$ cat src/rtl/dac_pkg.sv
package dac_pkg;

    typedef enum logic [2:0] {
        PS_IDLE,
        PS_PTR,
        PS_MSB,
        PS_LSB,
        PS_DROP
    } pstate_e;

    localparam logic [2:0] CMD_WRITE   = 3'b000;
    localparam logic [2:0] CMD_RST_ALL = 3'b100;
    localparam logic [2:0] CMD_RST_ONE = 3'b010;

    localparam int PTR_W = 5;

    typedef struct packed {
        pstate_e          st;
        logic [PTR_W-1:0] ptr;
        logic [7:0]       msb;
    } parse_t;

endpackage

$ cat src/rtl/dac_byte_parser.sv
module dac_byte_parser
    import dac_pkg::*;
#(
    parameter int NCH = 20,
    parameter int CW  = 10
) (
    input  logic             clk,
    input  logic             rst_n,
    input  logic             gcall_i,
    input  logic             start_i,
    input  logic             stop_i,
    input  logic             byte_vld_i,
    input  logic [7:0]       byte_i,
    output logic             wr_en_o,
    output logic [PTR_W-1:0] ch_o,
    output logic [CW-1:0]    code_o,
    output logic             bcast_o,
    output logic             rst_all_o,
    output logic             rst_one_o
);

    localparam logic [PTR_W-1:0] LAST_CH = PTR_W'(NCH - 1);
    localparam logic [PTR_W-1:0] PTR_TOP = '1;

    parse_t p_q, p_d;
    logic [14:0] word15;

    assign word15 = {p_q.msb[6:0], byte_i};

    always_comb begin
        p_d       = p_q;
        wr_en_o   = 1'b0;
        bcast_o   = 1'b0;
        rst_all_o = 1'b0;
        rst_one_o = 1'b0;
        ch_o      = p_q.ptr;
        code_o    = word15[CW-1:0];
        if (start_i) begin
            p_d.st = PS_PTR;
        end else if (stop_i) begin
            p_d.st = PS_IDLE;
        end else if (byte_vld_i) begin
            case (p_q.st)
                PS_PTR: begin
                    p_d.ptr = byte_i[PTR_W-1:0];
                    ch_o    = byte_i[PTR_W-1:0];
                    p_d.st  = PS_DROP;
                    case (byte_i[7:5])
                        CMD_WRITE:   p_d.st    = PS_MSB;
                        CMD_RST_ALL: rst_all_o = 1'b1;
                        CMD_RST_ONE: rst_one_o = (byte_i[PTR_W-1:0] <= LAST_CH);
                        default:     p_d.st    = PS_DROP;
                    endcase
                end
                PS_MSB: begin
                    p_d.msb = byte_i;
                    p_d.st  = PS_LSB;
                end
                PS_LSB: begin
                    if (p_q.ptr <= LAST_CH) begin
                        wr_en_o = 1'b1;
                        bcast_o = p_q.msb[7];
                    end
                    if (p_q.ptr != PTR_TOP) begin
                        p_d.ptr = p_q.ptr + 1'b1;
                    end
                    p_d.st = PS_MSB;
                end
                default: p_d.st = p_q.st;
            endcase
        end
        if (gcall_i) begin
            p_d       = '{st: PS_IDLE, ptr: '0, msb: '0};
            wr_en_o   = 1'b0;
            rst_all_o = 1'b0;
            rst_one_o = 1'b0;
        end
    end

    always_ff @(posedge clk) begin
        if (!rst_n) begin
            p_q <= '{st: PS_IDLE, ptr: '0, msb: '0};
        end else begin
            p_q <= p_d;
        end
    end

    // a write strobe never addresses a channel beyond the bank
    a_r10_ch_in_range: assert property (@(posedge clk) disable iff (!rst_n)
        wr_en_o |-> (ch_o <= LAST_CH));

    // between transactions the parser issues no write or reset
    a_r12_idle_quiet: assert property (@(posedge clk) disable iff (!rst_n)
        (p_q.st == PS_IDLE && !start_i) |-> !(wr_en_o || rst_all_o || rst_one_o));

    // at most one bank operation per cycle
    a_r2_single_op: assert property (@(posedge clk) disable iff (!rst_n)
        $onehot0({wr_en_o, rst_all_o, rst_one_o}));

endmodule

$ cat src/rtl/dac_chan_store.sv
module dac_chan_store
    import dac_pkg::*;
#(
    parameter int NCH = 20,
    parameter int CW  = 10
) (
    input  logic             clk,
    input  logic             rst_n,
    input  logic             gcall_i,
    input  logic             hold_i,
    input  logic             wr_en_i,
    input  logic [PTR_W-1:0] ch_i,
    input  logic [CW-1:0]    code_i,
    input  logic             bcast_i,
    input  logic             rst_all_i,
    input  logic             rst_one_i,
    output logic [NCH*CW-1:0] act_o
);

    localparam int          IW  = (NCH > 1) ? $clog2(NCH) : 1;
    localparam logic [CW-1:0] MID = CW'(1) << (CW - 1);

    typedef struct packed {
        logic [NCH-1:0][CW-1:0] st;
        logic [NCH-1:0][CW-1:0] act;
        logic                   hold;
    } bank_t;

    bank_t b_q, b_d;
    logic [IW-1:0] idx;

    assign idx = ch_i[IW-1:0];

    always_comb begin
        b_d      = b_q;
        b_d.hold = hold_i;
        if (gcall_i) begin
            for (int i = 0; i < NCH; i++) begin
                b_d.st[i]  = MID;
                b_d.act[i] = MID;
            end
        end else begin
            if (rst_all_i) begin
                for (int i = 0; i < NCH; i++) begin
                    b_d.st[i]  = MID;
                    b_d.act[i] = MID;
                end
            end else if (rst_one_i) begin
                b_d.st[idx]  = MID;
                b_d.act[idx] = MID;
            end else if (wr_en_i) begin
                b_d.st[idx] = code_i;
                if (!hold_i) begin
                    b_d.act[idx] = code_i;
                end
            end
            if ((wr_en_i && bcast_i) || (b_q.hold && !hold_i)) begin
                b_d.act = b_d.st;
            end
        end
    end

    always_ff @(posedge clk) begin
        if (!rst_n) begin
            for (int i = 0; i < NCH; i++) begin
                b_q.st[i]  <= MID;
                b_q.act[i] <= MID;
            end
            b_q.hold <= 1'b0;
        end else begin
            b_q <= b_d;
        end
    end

    generate
        for (genvar g = 0; g < NCH; g++) begin : g_chan
            assign act_o[g*CW +: CW] = b_q.act[g];

            // general-call reset leaves the channel at mid-scale
            a_r1_gcall_mid: assert property (@(posedge clk) disable iff (!rst_n)
                gcall_i |=> (b_q.act[g] == MID && b_q.st[g] == MID));

            // transparent update while hold is low
            a_r3_follow: assert property (@(posedge clk) disable iff (!rst_n)
                (!hold_i && wr_en_i && idx == IW'(g) && !gcall_i)
                |=> (b_q.act[g] == $past(code_i)));

            // after hold falls the active code matches storage
            a_r5_fall_load: assert property (@(posedge clk) disable iff (!rst_n)
                (b_q.hold && !hold_i) |=> (b_q.act[g] == b_q.st[g]));
        end
    endgenerate

    // active codes frozen while hold is high and nothing loads or resets
    a_r4_hold_stable: assert property (@(posedge clk) disable iff (!rst_n)
        (hold_i && !(wr_en_i && bcast_i) && !rst_all_i && !rst_one_i && !gcall_i)
        |=> $stable(b_q.act));

endmodule

$ cat src/rtl/dac_regbank.sv
module dac_regbank
    import dac_pkg::*;
#(
    parameter int NCH = 20,
    parameter int CW  = 10
) (
    input  logic              clk,
    input  logic              rst_n,
    input  logic              gcall_rst,
    input  logic              xfer_start,
    input  logic              xfer_stop,
    input  logic              rx_vld,
    input  logic [7:0]        rx_byte,
    input  logic              upd_hold,
    output logic [NCH*CW-1:0] act_codes
);

    logic             wr_en;
    logic [PTR_W-1:0] wr_ch;
    logic [CW-1:0]    wr_code;
    logic             wr_bcast;
    logic             rst_all;
    logic             rst_one;

    dac_byte_parser #(.NCH(NCH), .CW(CW)) parser_i (
        .clk       (clk),
        .rst_n     (rst_n),
        .gcall_i   (gcall_rst),
        .start_i   (xfer_start),
        .stop_i    (xfer_stop),
        .byte_vld_i(rx_vld),
        .byte_i    (rx_byte),
        .wr_en_o   (wr_en),
        .ch_o      (wr_ch),
        .code_o    (wr_code),
        .bcast_o   (wr_bcast),
        .rst_all_o (rst_all),
        .rst_one_o (rst_one)
    );

    dac_chan_store #(.NCH(NCH), .CW(CW)) store_i (
        .clk      (clk),
        .rst_n    (rst_n),
        .gcall_i  (gcall_rst),
        .hold_i   (upd_hold),
        .wr_en_i  (wr_en),
        .ch_i     (wr_ch),
        .code_i   (wr_code),
        .bcast_i  (wr_bcast),
        .rst_all_i(rst_all),
        .rst_one_i(rst_one),
        .act_o    (act_codes)
    );

endmodule

$ cat config.mk
export PLATFORM = sky130hd
export DESIGN_NAME = dac_regbank
export DESIGN_NICKNAME = d
export VERILOG_FILES = /design/src/rtl/dac_pkg.sv /design/src/rtl/dac_byte_parser.sv /design/src/rtl/dac_chan_store.sv /design/src/rtl/dac_regbank.sv
export SDC_FILE = /design/constraint.sdc
export NUM_CORES = 1
export LEC_CHECK = 0
export BUFFER_PORTS_ARGS = -buffer_cell sky130_fd_sc_hd__buf_4
export CAP_MARGIN = 20
export CELL_PAD_IN_SITES_DETAIL_PLACEMENT = 1
export CELL_PAD_IN_SITES_GLOBAL_PLACEMENT = 1
export CORE_MARGIN = 10
export CORE_UTILIZATION = 30
export DETAILED_ROUTE_END_ITERATION = 6
export GPL_ROUTABILITY_DRIVEN = 0
export PLACE_DENSITY_LB_ADDON = 0.1
export SLEW_MARGIN = 20
export SYNTH_ARGS = -nofsm -noshare
export SYNTH_HDL_FRONTEND = slang
export SYNTH_SLANG_ARGS = --single-unit
$ cat constraint.sdc
create_clock -name clk -period 3.9 [get_ports clk]
set_clock_uncertainty 0.15 [all_clocks]
set_input_delay 0.78 -clock clk [delete_from_list [all_inputs] [get_ports clk]]
set_output_delay 0.78 -clock clk [all_outputs]
set_load 0.05 [all_outputs]
==> run_results.csv <==
group,metric,value,unit
setup_path,max_stage_delay,780,ps
setup_path,crit_slowest_cell,"o22ai_1",
synthesis,ys_seq_elements,412,
sta,fmax,283,MHz
cts,clkSinkCount,412,
drt,wl_per_cell,26.4,um
floorplanning,dieArea,0.0886,sq mm
finish,area_delta_synth_final,19.5,%
setup_path,cp-start-kind,"input port",
cts,post-cts-setup-buffers,0,
setup_path,worst_setup_path_end_kind,"flip-flop",
power,fin_total_pwr,10.0,mW
sta,period_needed,3530,ps
synthesis,yosysTopAreaCell,"dfxtp_1",
setup_path,crit_chain,"buf_4, or4b_1, buf_4, nor4_4, buf_4, nand3_1, o22ai_1, o21ai_0, a211oi_1",
sta,relSlewSlack,0.358,
synthesis,synth_area_leaders,"dfxtp_1 (36%), buf_4 (6.5%), o21ai_0 (5.8%), mux2_2 (5.4%), a211oi_1 (4.6%)",
power,irDropWorstVdd,0.000335,V
drt,drc,0,
cts,clockBufferDepth,3,
finish,finish.instance_area,0.0277,sq mm
setup_path,path_class,"in2reg",
cts,hold_buffers,0,
floorplanning,die_y,298,um
drt,via_per_inst,5.62,
place,port_buffers,214,
place,hpwlAfterDp,72.7,mm
drt,ant_nets,0,
cts,cts_buffers,52,
finish,multi_input_area,0.0124,sq mm
grt,grt_pass1_vias,23600,
synthesis,synthFlopType,"dfxtp_1",
cts,insertion_delay,620,ps
finish,regArea,0.00825,sq mm
finish,fillers,8917,
cts,root_buffer,"clkbuf_16",
sta,tightest_slew,963,ps
place,postPlaceCellArea,0.0260,sq mm
synthesis,syn_avg_cell_area,8.23,sq um
synthesis,yosysSeqAreaShare,0.356,
setup_path,crit_arrival,3890,ps
synthesis,synth_edf_count,0,
setup_path,critPathMaxFanout,9,
floorplanning,rows,101,
synthesis,ys_warn_count,0,
grt,overflow,0,
synthesis,yosysMostFrequentCell,"dfxtp_1",
finish,layout-drive-gt1-share,0.246,
synthesis,netlist_area,0.0231,sq mm
grt,grt_max_degree,133,
synthesis,synthArstFlopShare,0,
grt,grt_pass1_wl,157,mm
sta,report.final.hold_viol_count,0,
floorplanning,pin_count,215,
synthesis,synth_cells,2812,
finish,num_antenna_cells,0,
worst_hold_path,min_path_type,"in2reg",
sta,final-setup-viol-count,0,
drt,vias,22400,
sta,min_period_over_period,0.905,
power,leakage,10.5,nW
power,p_per_area,363,mW/mm^2
cts,cts_htree_levels,2,
floorplanning,die_w,298,um
run,drv_cap,0,
setup_path,cpMostUsedCell,"buf_4",
synthesis,synth_commonest_cells,"dfxtp_1 (412), o21ai_0 (270), nor2_1 (229), a21oi_1 (209), buf_4 (201)",
sta,rsz0062_at_grt,"false",
drt,routed_wirelength,105,mm
synthesis,syn_nets,2829,
drt,first_pass_iters,5,
grt,grt_antenna_before_repair,5,
drt,drtIter0Drc,1631,
finish,final_nets,2922,
setup_path,cp.required,4260,ps
floorplanning,coreArea,0.0762,sq mm
synthesis,synth_cell_types,85,
grt,grt.total_usage,0.227,
floorplanning,initial_utilization,0.304,
cts,cts_resized,0,
cts,clkTransAtPathRegs,60,ps
synthesis,synth.top_cell.area_share,0.356,
cts,tritoncts,"built",
run_status,outcome,"completed",
sta,finalMaxSlewViolations,0,
==> critical path, delay by kind of cell <==
kind                   cells  cell delay [ps]
AOI/OAI and AO/OA          3             1290
buffers and inverters      3              570
and+or+nand+nor            3             1220
==> flip-flops by register name (all words and copies together), names as in the netlist <==
signal           count
store_i.act_o      200
store_i.b_q        201
parser_i.p_q         9
parser_i.code_o      2
==> layout make-up <==
cell class / instances / area share
multi-input combinational: 1944 / 0.450
sequential: 412 / 0.298
timing repair buffer: 474 / 0.142
clock buffer: 81 / 0.0568
tap: 1030 / 0.0466
clock inverter: 13 / 0.00389
inverter: 21 / 0.00285
==> path summary, 6_finish.rpt <==
check / slack [ps] / endpoint / start / cells after the start
setup / recovery: 370 / store_i.act_o[10]$_SDFFE_PP0P_ / xfer_stop / 9
hold / removal: 280 / store_i.b_q[0]$_SDFF_PN0_ / rst_n / 2
setup reg to reg: 470 / store_i.act_o[10]$_SDFFE_PP0P_ / parser_i.p_q[10]$_SDFFE_PP0P_ / 9
hold reg to reg: 310 / store_i.b_q[347]$_SDFF_PP0_ / store_i.b_q[347]$_SDFF_PP0_ / 2
==> through the flow <==
stage               setup TNS (ps)  setup WS [ps]  instances  hold slack [ps]  utilization
finish                           0            370       3975              285        0.363
global route                     0            149       3975              280        0.363
CTS                              0            349       3974              256        0.363
detailed placement           -8650           -269       3880              303        0.341
global placement             -5440           -173       3880              291        0.341
floorplan                        0            247       2812              281            -
==> where the power goes <==
| group | switching [mW] | total [mW] | internal, mW |
|---|---|---|---|
| logic | 0.639 | 0.882 | 0.243 |
| clock network | 2.04 | 4.85 | 2.82 |
| registers | 0.0467 | 4.30 | 4.25 |
==> logic make-up after synthesis <==
logic type	count (synthesis)	synth area share
simple gates	786	0.169
mux	188	0.0873
fa+ha+maj	2	0.00108
flops	412	0.356
buf+inv	456	0.109
compound gates	968	0.277
==> per-layer routing <==
layer	vias to the layer above	GRT usage	wire length (um)
met1	11300	0.300	47800
met2	566	0.378	48700
met3	163	0.0341	5230
li1	10300	-	-
met5	-	0	7
met4	2	0.0668	3150
==> placed cells by master (no fill, tap or decap), types with 52 or more instances in the layout <==
master     instances
buf_4            444
dfxtp_1          411
o21ai_0          270
nor2_1           229
a21oi_1          209
nand2_1          190
a211oi_1         139
mux2_2           111
nor2b_1          100
mux2i_1           77
a22oi_1           58
clkbuf_16         52
(Power assumes the default switching activity.)
